## src/rtl/ind_addr_resolver_pkg.sv

```systemverilog
package ind_addr_resolver_pkg;
  typedef enum logic {ST_IDLE, ST_WAIT} resState_e;

  // strobes from control to datapath
  typedef struct packed {
    logic selRd;   // 1: act on returned word, 0: act on instruction word
    logic issue;   // launch a pointer read at the selected word's address
    logic finish;  // selected word is final, report it
    logic abort;   // hop limit reached, report with error
  } resCtl_t;
endpackage

```

## src/rtl/ind_addr_ctrl.sv

```systemverilog
module ind_addr_ctrl
  import ind_addr_resolver_pkg::*;
(
  input  logic    clk,
  input  logic    rst,
  input  logic    startReq,
  input  logic    startFlag,
  input  logic    rdValid,
  input  logic    rdFlag,
  input  logic    hopAtLimit,
  output resCtl_t ctl,
  output logic    busy
);
  resState_e state, nextState;

  always_comb begin
    ctl       = '0;
    nextState = state;
    unique case (state)
      ST_IDLE: begin
        if (startReq) begin
          ctl.selRd = 1'b0;
          if (!startFlag) begin
            ctl.finish = 1'b1;
          end else begin
            ctl.issue = 1'b1;
            nextState = ST_WAIT;
          end
        end
      end
      ST_WAIT: begin
        if (rdValid) begin
          ctl.selRd = 1'b1;
          if (!rdFlag) begin
            ctl.finish = 1'b1;
            nextState  = ST_IDLE;
          end else if (hopAtLimit) begin
            ctl.abort = 1'b1;
            nextState = ST_IDLE;
          end else begin
            ctl.issue = 1'b1;
          end
        end
      end
      default: nextState = ST_IDLE;
    endcase
  end

  always_ff @(posedge clk) begin
    if (rst) state <= ST_IDLE;
    else     state <= nextState;
  end

  assign busy = (state == ST_WAIT);

  // one outcome per step at most
  a_r8_single_outcome: assert property (@(posedge clk) disable iff (rst)
    $onehot0({ctl.issue, ctl.finish, ctl.abort}));

  // while waiting without a response, nothing is launched and the wait continues
  a_r6_wait_for_valid: assert property (@(posedge clk) disable iff (rst)
    (busy && !rdValid) |=> busy);
endmodule

```

## src/rtl/ind_addr_datapath.sv

```systemverilog
module ind_addr_datapath
  import ind_addr_resolver_pkg::*;
#(
  parameter int WORD_W    = 16,
  parameter int HOP_LIMIT = 64,
  localparam int ADDR_W   = WORD_W - 1,
  localparam int HOP_W    = $clog2(HOP_LIMIT + 1)
) (
  input  logic              clk,
  input  logic              rst,
  input  resCtl_t           ctl,
  input  logic [WORD_W-1:0] instrWord,
  input  logic [WORD_W-1:0] rdData,
  output logic              hopAtLimit,
  output logic              memRdEn,
  output logic [ADDR_W-1:0] memRdAddr,
  output logic              resolveDone,
  output logic [ADDR_W-1:0] effAddr,
  output logic [HOP_W-1:0]  hopCount,
  output logic              chainError
);
  localparam logic [HOP_W-1:0] HOP_MAX = HOP_W'(HOP_LIMIT);

  logic [WORD_W-1:0] srcWord;
  logic [HOP_W-1:0]  hopBase;
  logic [HOP_W-1:0]  hopReg;

  assign srcWord    = ctl.selRd ? rdData : instrWord;
  assign hopBase    = ctl.selRd ? hopReg : '0;
  assign hopAtLimit = (hopReg == HOP_MAX);

  always_ff @(posedge clk) begin
    if (rst) begin
      memRdEn     <= 1'b0;
      memRdAddr   <= '0;
      resolveDone <= 1'b0;
      chainError  <= 1'b0;
      effAddr     <= '0;
      hopReg      <= '0;
    end else begin
      memRdEn     <= ctl.issue;
      resolveDone <= ctl.finish | ctl.abort;
      chainError  <= ctl.abort;
      if (ctl.issue) begin
        memRdAddr <= srcWord[ADDR_W-1:0];
        hopReg    <= hopBase + HOP_W'(1);
      end
      if (ctl.finish || ctl.abort) begin
        effAddr <= srcWord[ADDR_W-1:0];
        hopReg  <= hopBase;
      end
    end
  end

  assign hopCount = hopReg;

  // error only at the limit and only with done
  a_r7_error_at_limit: assert property (@(posedge clk) disable iff (rst)
    chainError |-> (resolveDone && hopCount == HOP_MAX));

  // hop count never passes the limit
  a_r7_hop_bound: assert property (@(posedge clk) disable iff (rst)
    hopCount <= HOP_MAX);

  // a read request lasts one cycle; the next waits for the response
  a_r6_one_read_per_step: assert property (@(posedge clk) disable iff (rst)
    memRdEn |=> !memRdEn);
endmodule

```

## src/rtl/ind_addr_resolver.sv

```systemverilog
module ind_addr_resolver
  import ind_addr_resolver_pkg::*;
#(
  parameter int WORD_W    = 16,
  parameter int HOP_LIMIT = 64,
  localparam int ADDR_W   = WORD_W - 1,
  localparam int HOP_W    = $clog2(HOP_LIMIT + 1)
) (
  input  logic              clk,
  input  logic              rst,
  input  logic              startReq,
  input  logic [WORD_W-1:0] instrWord,
  output logic              memRdEn,
  output logic [ADDR_W-1:0] memRdAddr,
  input  logic              memRdValid,
  input  logic [WORD_W-1:0] memRdData,
  output logic              resolveDone,
  output logic [ADDR_W-1:0] effAddr,
  output logic [HOP_W-1:0]  hopCount,
  output logic              chainError
);
  resCtl_t ctl;
  logic    hopAtLimit;
  logic    busy;

  ind_addr_ctrl ctrl_i (
    .clk        (clk),
    .rst        (rst),
    .startReq   (startReq),
    .startFlag  (instrWord[WORD_W-1]),
    .rdValid    (memRdValid),
    .rdFlag     (memRdData[WORD_W-1]),
    .hopAtLimit (hopAtLimit),
    .ctl        (ctl),
    .busy       (busy)
  );

  ind_addr_datapath #(.WORD_W(WORD_W), .HOP_LIMIT(HOP_LIMIT)) dp_i (
    .clk         (clk),
    .rst         (rst),
    .ctl         (ctl),
    .instrWord   (instrWord),
    .rdData      (memRdData),
    .hopAtLimit  (hopAtLimit),
    .memRdEn     (memRdEn),
    .memRdAddr   (memRdAddr),
    .resolveDone (resolveDone),
    .effAddr     (effAddr),
    .hopCount    (hopCount),
    .chainError  (chainError)
  );

  // direct word completes next cycle with its own address field
  a_r2_direct_finish: assert property (@(posedge clk) disable iff (rst)
    (!busy && startReq && !instrWord[WORD_W-1]) |=>
      (resolveDone && !chainError && hopCount == '0 &&
       effAddr == $past(instrWord[ADDR_W-1:0]) && !memRdEn));

  // flagged word launches a read at its address field next cycle
  a_r3_first_read: assert property (@(posedge clk) disable iff (rst)
    (!busy && startReq && instrWord[WORD_W-1]) |=>
      (memRdEn && memRdAddr == $past(instrWord[ADDR_W-1:0])));

  // a flagged response within the limit chains to its own address
  a_r4_rechain: assert property (@(posedge clk) disable iff (rst)
    (busy && memRdValid && memRdData[WORD_W-1] && !hopAtLimit) |=>
      (memRdEn && memRdAddr == $past(memRdData[ADDR_W-1:0])));

  // a start during a chain does not end it
  a_r9_busy_start_ignored: assert property (@(posedge clk) disable iff (rst)
    (busy && startReq && !memRdValid) |=> !resolveDone);
endmodule

```

## config.mk

```make
export PLATFORM = sky130hd
export DESIGN_NAME = ind_addr_resolver
export DESIGN_NICKNAME = d
export VERILOG_FILES = /design/src/rtl/ind_addr_resolver_pkg.sv /design/src/rtl/ind_addr_ctrl.sv /design/src/rtl/ind_addr_datapath.sv /design/src/rtl/ind_addr_resolver.sv
export SDC_FILE = /design/constraint.sdc
export NUM_CORES = 1
export LEC_CHECK = 0
export BUFFER_PORTS_ARGS = -buffer_cell sky130_fd_sc_hd__buf_2
export CORE_ASPECT_RATIO = 1.4
export CORE_MARGIN = 2
export CORE_UTILIZATION = 49
export CTS_BUF_LIST = sky130_fd_sc_hd__clkbuf_8
export CTS_CLUSTER_SIZE = 14
export DETAILED_ROUTE_END_ITERATION = 8
export GPL_TIMING_DRIVEN = 1
export PLACE_DENSITY = 0.85
export REMOVE_ABC_BUFFERS = 1
export SLEW_MARGIN = 30
export SYNTH_ARGS = -nofsm -noshare
export SYNTH_HDL_FRONTEND = slang
export SYNTH_HIERARCHICAL = 1
export SYNTH_SLANG_ARGS = --single-unit
```

## constraint.sdc

```tcl
create_clock -name clk -period 2.2 [get_ports clk]
set_clock_uncertainty 0.15 [all_clocks]
set_input_delay 0.22 -clock clk [delete_from_list [all_inputs] [get_ports clk]]
set_output_delay 0.22 -clock clk [all_outputs]
set_load 0.02 [all_outputs]
```

======== Word level (Yosys, flattened, before mapping) ========
Index checks and enable logic that the tools add are counted.
storage, ports and cells
  input port bits ......................... 36
  bits in registers ....................... 41
  word-level logic and storage cells ...... 31
  output and inout bits ................... 40
cells by class
  equal/unequal tests ..................... 1
  bitwise operators ....................... 2
  reductions and logical operators ........ 2
  muxes and demuxes ....................... 18
  add/sub/neg operators ................... 1
operator list
  kind                   number
  $mux W7                3
  $mux W15               1
  $mux W1                10
  $add A7 B1 Y7 const B  1
  $eq A7 B7 Y1 const B   1
  $pmux W3 S2            1
  $mux W4                1
  $mux W2                1
  $pmux W1 S2            1
  $reduce_bool A2 Y1     1
  $logic_or A1 B1 Y1     1
  $not A1 Y1             1
  $or A1 B1 Y1           1

======== Logic depth before layout (Yosys ltp) ========
  depth after elaboration ................. 9
  mapped depth ............................ 10
  depth with buffers taken out ............ 8

======== Modules after synthesis ========
Netlist, hierarchy kept.
modules (own cells, without submodules)
  module             times used  cells each  area an instance (µm²)  seq. area each (µm²)
  ind_addr_datapath  1           179         1665.3                  800.8
  ind_addr_ctrl      1           12          88.8                    20.0

======== Worst setup path before layout ========
OpenSTA, ideal clock, no wires.
  path kind ............................... reg2reg
  start ................................... register dp_i.hopReg[2], in the netlist dp_i/hopCount[2]
  end ..................................... register dp_i.hopReg[6], in the netlist dp_i/hopCount[6]
  clock period less this slack ............ 2.181 ns
  path slack .............................. 0.019 ns
  arrival time ............................ 1.903 ns
  setup time .............................. 0.128 ns
  buffers on the path ..................... 1
  data required time ...................... 1.922 ns
  cell stages (with the launch flop) ...... 10
  path through ............................ dfxtp_1 -> nor4_1 -> and3_1 -> nand2b_1 -> o22ai_1 -> buf_2 -> inv_1 -> nor4_2 -> xor2_1 -> nor2_1
RTL lines
  item                    RTL line                 RTL
  from (decl)             ind_addr_datapath.sv:26  logic [HOP_W-1:0] hopReg;
  from (signal assigned)  ind_addr_datapath.sv:46  hopReg <= hopBase + HOP_W'(1);
  from (signal assigned)  ind_addr_datapath.sv:50  hopReg <= hopBase;

==> flow_summary.json <==
{
  "wire_per_inst_um": 13.4,
  "die_x_um": 54.6,
  "viasPerCell": 5.41,
  "finalSetupViolCount": 0,
  "cts_tree": "yes",
  "yosysTopAreaCell": "dfxtp_1",
  "nets": 306,
  "cts_root_buf": "clkbuf_8",
  "clk_pin_slew_worst_paths_ns": 0.08,
  "cp.arrival_ns": 2.11,
  "globalRouteOverflowTotal": 0,
  "worst_pin_slew_ns": 0.755,
  "r2r-end": "dp_i/hopCount[4]",
  "fin_crit_sh_pct": 93.0,
  "dieArea_mm2": 0.00408,
  "grt_max_degree": 42,
  "grtUsageTotal_pct": 22.2,
  "synth_top_cell_area_share_pct": 46.8,
  "num_antenna_cells": 0,
  "crit_path_start_kind": "register",
  "firstDrtPassIters": 4,
  "fin_crit_ns": 2.05,
  "status": "completed",
  "crit_type": "register to register",
  "ios": 76,
  "finalInstanceArea_mm2": 0.00231,
  "drtAntennaViolNets": 0,
  "crit_path_end_kind": "register",
  "routed_wl_mm": 4.17,
  "rows": 25,
  "portBuffers": 75,
  "grt_pass1_wl_mm": 6.57,
  "cts_sinks": 41,
  "netlist_area_mm2": 0.00175,
  "whs_path_depth": 3,
  "drc": 0,
  "clkLatencyLatePin_ns": 0.29,
  "drive_gt1_share_pct": 37.8,
  "yosysSeqAreaShare_pct": 46.8,
  "maxSlewViolCount": 0,
  "core_mm2": 0.00341,
  "reg2regPathDepth": 8,
  "vias": 1677,
  "fmax_mhz": 489,
  "slowest_stage": "dfxtp_1",
  "hold_ws_ns": 0.122,
  "dp_slack_ns": 0.128,
  "dp_cells": 302,
  "setup-tns-final_ns": 0,
  "synthTopCellsByArea": "dfxtp_1 (47%), a211oi_1 (13%), mux2i_1 (8.6%)",
  "power_density_mw_per_mm2": 750,
  "syn_area_per_cell_um2": 9.18,
  "final_cell_count_no_fill": 310,
  "path_cells": "nand2_2, inv_2, and2_1, ha_1, nand4_1, a211oi_1, o21ai_0, a21oi_1",
  "cts_buffer_depth": 2,
  "hold-path-endpoint": "ctrl_i/busy",
  "die_h_um": 74.8,
  "finalWorstSetupSlack_ns": 0.153,
  "min-delay-start": "memRdData[15]",
  "hold_viol": 0,
  "worstPathRequired_ns": 2.26,
  "yosys_warnings": 6,
  "drtIter0Drc": 39,
  "grt_antenna_before_repair": 0,
  "numCtsBuffers": 5,
  "irDropWorstVdd_v": 0.000588,
  "synth.distinct_cells": 35,
  "syn_inst": 191,
  "power_leakage_uw": 0.00103,
  "initial_core_util_pct": 51.4,
  "area_growth_pct": 31.7,
  "holdCritPathClass": "primary input to register",
  "n_fill_cell": 296,
  "gp_congestion": 0.879,
  "r2r-start": "ctrl_i/busy",
  "max-cap-violations": 0,
  "relSlewSlack_pct": 49.6,
  "grt_pass1_vias": 1555,
  "cpPeakStageDelay_ns": 0.42,
  "ctsHoldBuffers": 0,
  "dp_hpwl_mm": 3.01,
  "rsz0062_at_grt": "false",
  "cp_max_fo": 10,
  "placed_area_mm2": 0.00219,
  "rrSetupSlack_ns": 0.15,
  "ys_ff_latch": 41,
  "cts_max_level": 2
}
==> cell usage in the layout (no fill, tap or decap), types with 2 or more instances in the layout <==
cell type  count
nand4_1        2
a21oi_1        7
clkbuf_8       5
and3_1         2
nor2b_1        4
nor4_2         2
a211oi_1      31
o211ai_1       2
nand2b_1       2
a211oi_2       2
mux2i_1       15
inv_1          2
nand2_1        6
buf_4         10
buf_2         75
dfxtp_1       41
and2_1         2
nor2_1        38
o21ai_0        4
==> kinds of logic (layout without fill, tap and decap cells) <==
| family | count (synthesis) | after routing | synth area share [%] |
|---|---|---|---|
| compound gates | 52 | 52 | 21.5 |
| xor+xnor | 1 | 1 | 0.499 |
| fa+ha+maj | 1 | 1 | 0.713 |
| buf+inv | 17 | 96 | 4.78 |
| flops | 41 | 41 | 46.8 |
| mux | 15 | 15 | 8.56 |
| simple gates | 64 | 64 | 17.2 |
==> critical path: cells and delay by family, from the launching register on <==
family | cells | cell delay, ns
AO/OA/AOI/OAI | 3 | 0.51
AND/OR/NAND/NOR | 3 | 0.43
flip-flops | 1 | 0.42
adder cells (fa/ha/maj) | 1 | 0.25
buffers and inverters | 1 | 0.20
==> area by class of cell <==
cell class                 count  area [um2]  area share (%)
sequential                    41         821            35.5
tap                           40        50.0            2.17
multi-input combinational    133         858            37.2
timing repair buffer          86         462            20.0
inverter                       2        7.51           0.325
clock inverter                 3        42.5            1.84
clock buffer                   5        68.8            2.98
==> report_power, final <==
group | switching [uW] | total [uW] | internal (uW)
clock network | 256 | 592 | 336
logic | 198 | 321 | 123
registers | 25.1 | 819 | 794
total | 479 | 1730 | 1250
==> registers in the layout, summed over array words and instances, names as in the netlist <==
register          cells
dp_i/resolveDone      1
dp_i/effAddr         15
dp_i/chainError       1
dp_i/memRdEn          1
dp_i/hopCount         7
ctrl_i/busy           1
dp_i/memRdAddr       15
==> cells in the mapped netlist (all sizes together) <==
| cell type | instances |
|---|---|
| nand2b | 2 |
| or2 | 1 |
| o211ai | 2 |
| ha | 1 |
| nor3 | 1 |
| nor4 | 3 |
| mux2i | 15 |
| and2 | 2 |
| dfxtp | 41 |
| nor2 | 38 |
| nand4 | 2 |
| nand3b | 1 |
| a21oi | 7 |
| o22ai | 1 |
| xor2 | 1 |
| a211oi | 33 |
| a21o | 1 |
| nor2b | 4 |
| a32oi | 1 |
| and3 | 2 |
| o21ai | 4 |
| o311ai | 1 |
| a2111oi | 1 |
| nand3 | 1 |
| nand2 | 7 |
| a31o | 1 |
| buf | 7 |
| inv | 2 |
| clkbuf | 8 |
==> worst max path at each step <==
stage	slack [ns]	endpoint	depth (start not counted)	from
finish	0.15	dp_i/hopCount[4]	8	ctrl_i/busy
floorplan	-1.33	dp_i/hopCount[6]	8	dp_i/hopCount[2]
global placement	0.20	dp_i/effAddr[9]	7	dp_i/hopCount[2]
detailed placement	0.13	dp_i/effAddr[7]	7	dp_i/hopCount[2]
CTS	0.10	dp_i/effAddr[3]	7	dp_i/hopCount[2]
global route	0.01	dp_i/hopCount[4]	8	ctrl_i/busy
==> layer usage <==
metal  share of wire (%)  wire length, um  vias to the layer above  track usage, %
li1                    -                -                      848               -
met1                  42             1740                      770            25.5
met2                  52             2150                       53            37.3
met3                 4.9              206                        6            5.56
met4                 1.8               74                        0            11.4
met5                   0                0                        -               0
==> metrics by stage <==
| stage | power, uW | utilization, % |
|---|---|---|
| global placement | 1150 | 64.3 |
| floorplan | 1020 | - |
| global route | 1810 | 67.7 |
| CTS | 1740 | 67.6 |
| detailed placement | 1150 | 64.3 |
| finish | 1730 | 67.7 |
==> repair_timing <==
item,in CTS,in global routing
hold endpoints to repair,0,0
endpoints found under the setup margin,0,11
setup buffers,0,0
resized for setup,0,2
Power figures use the tool's default switching activity.
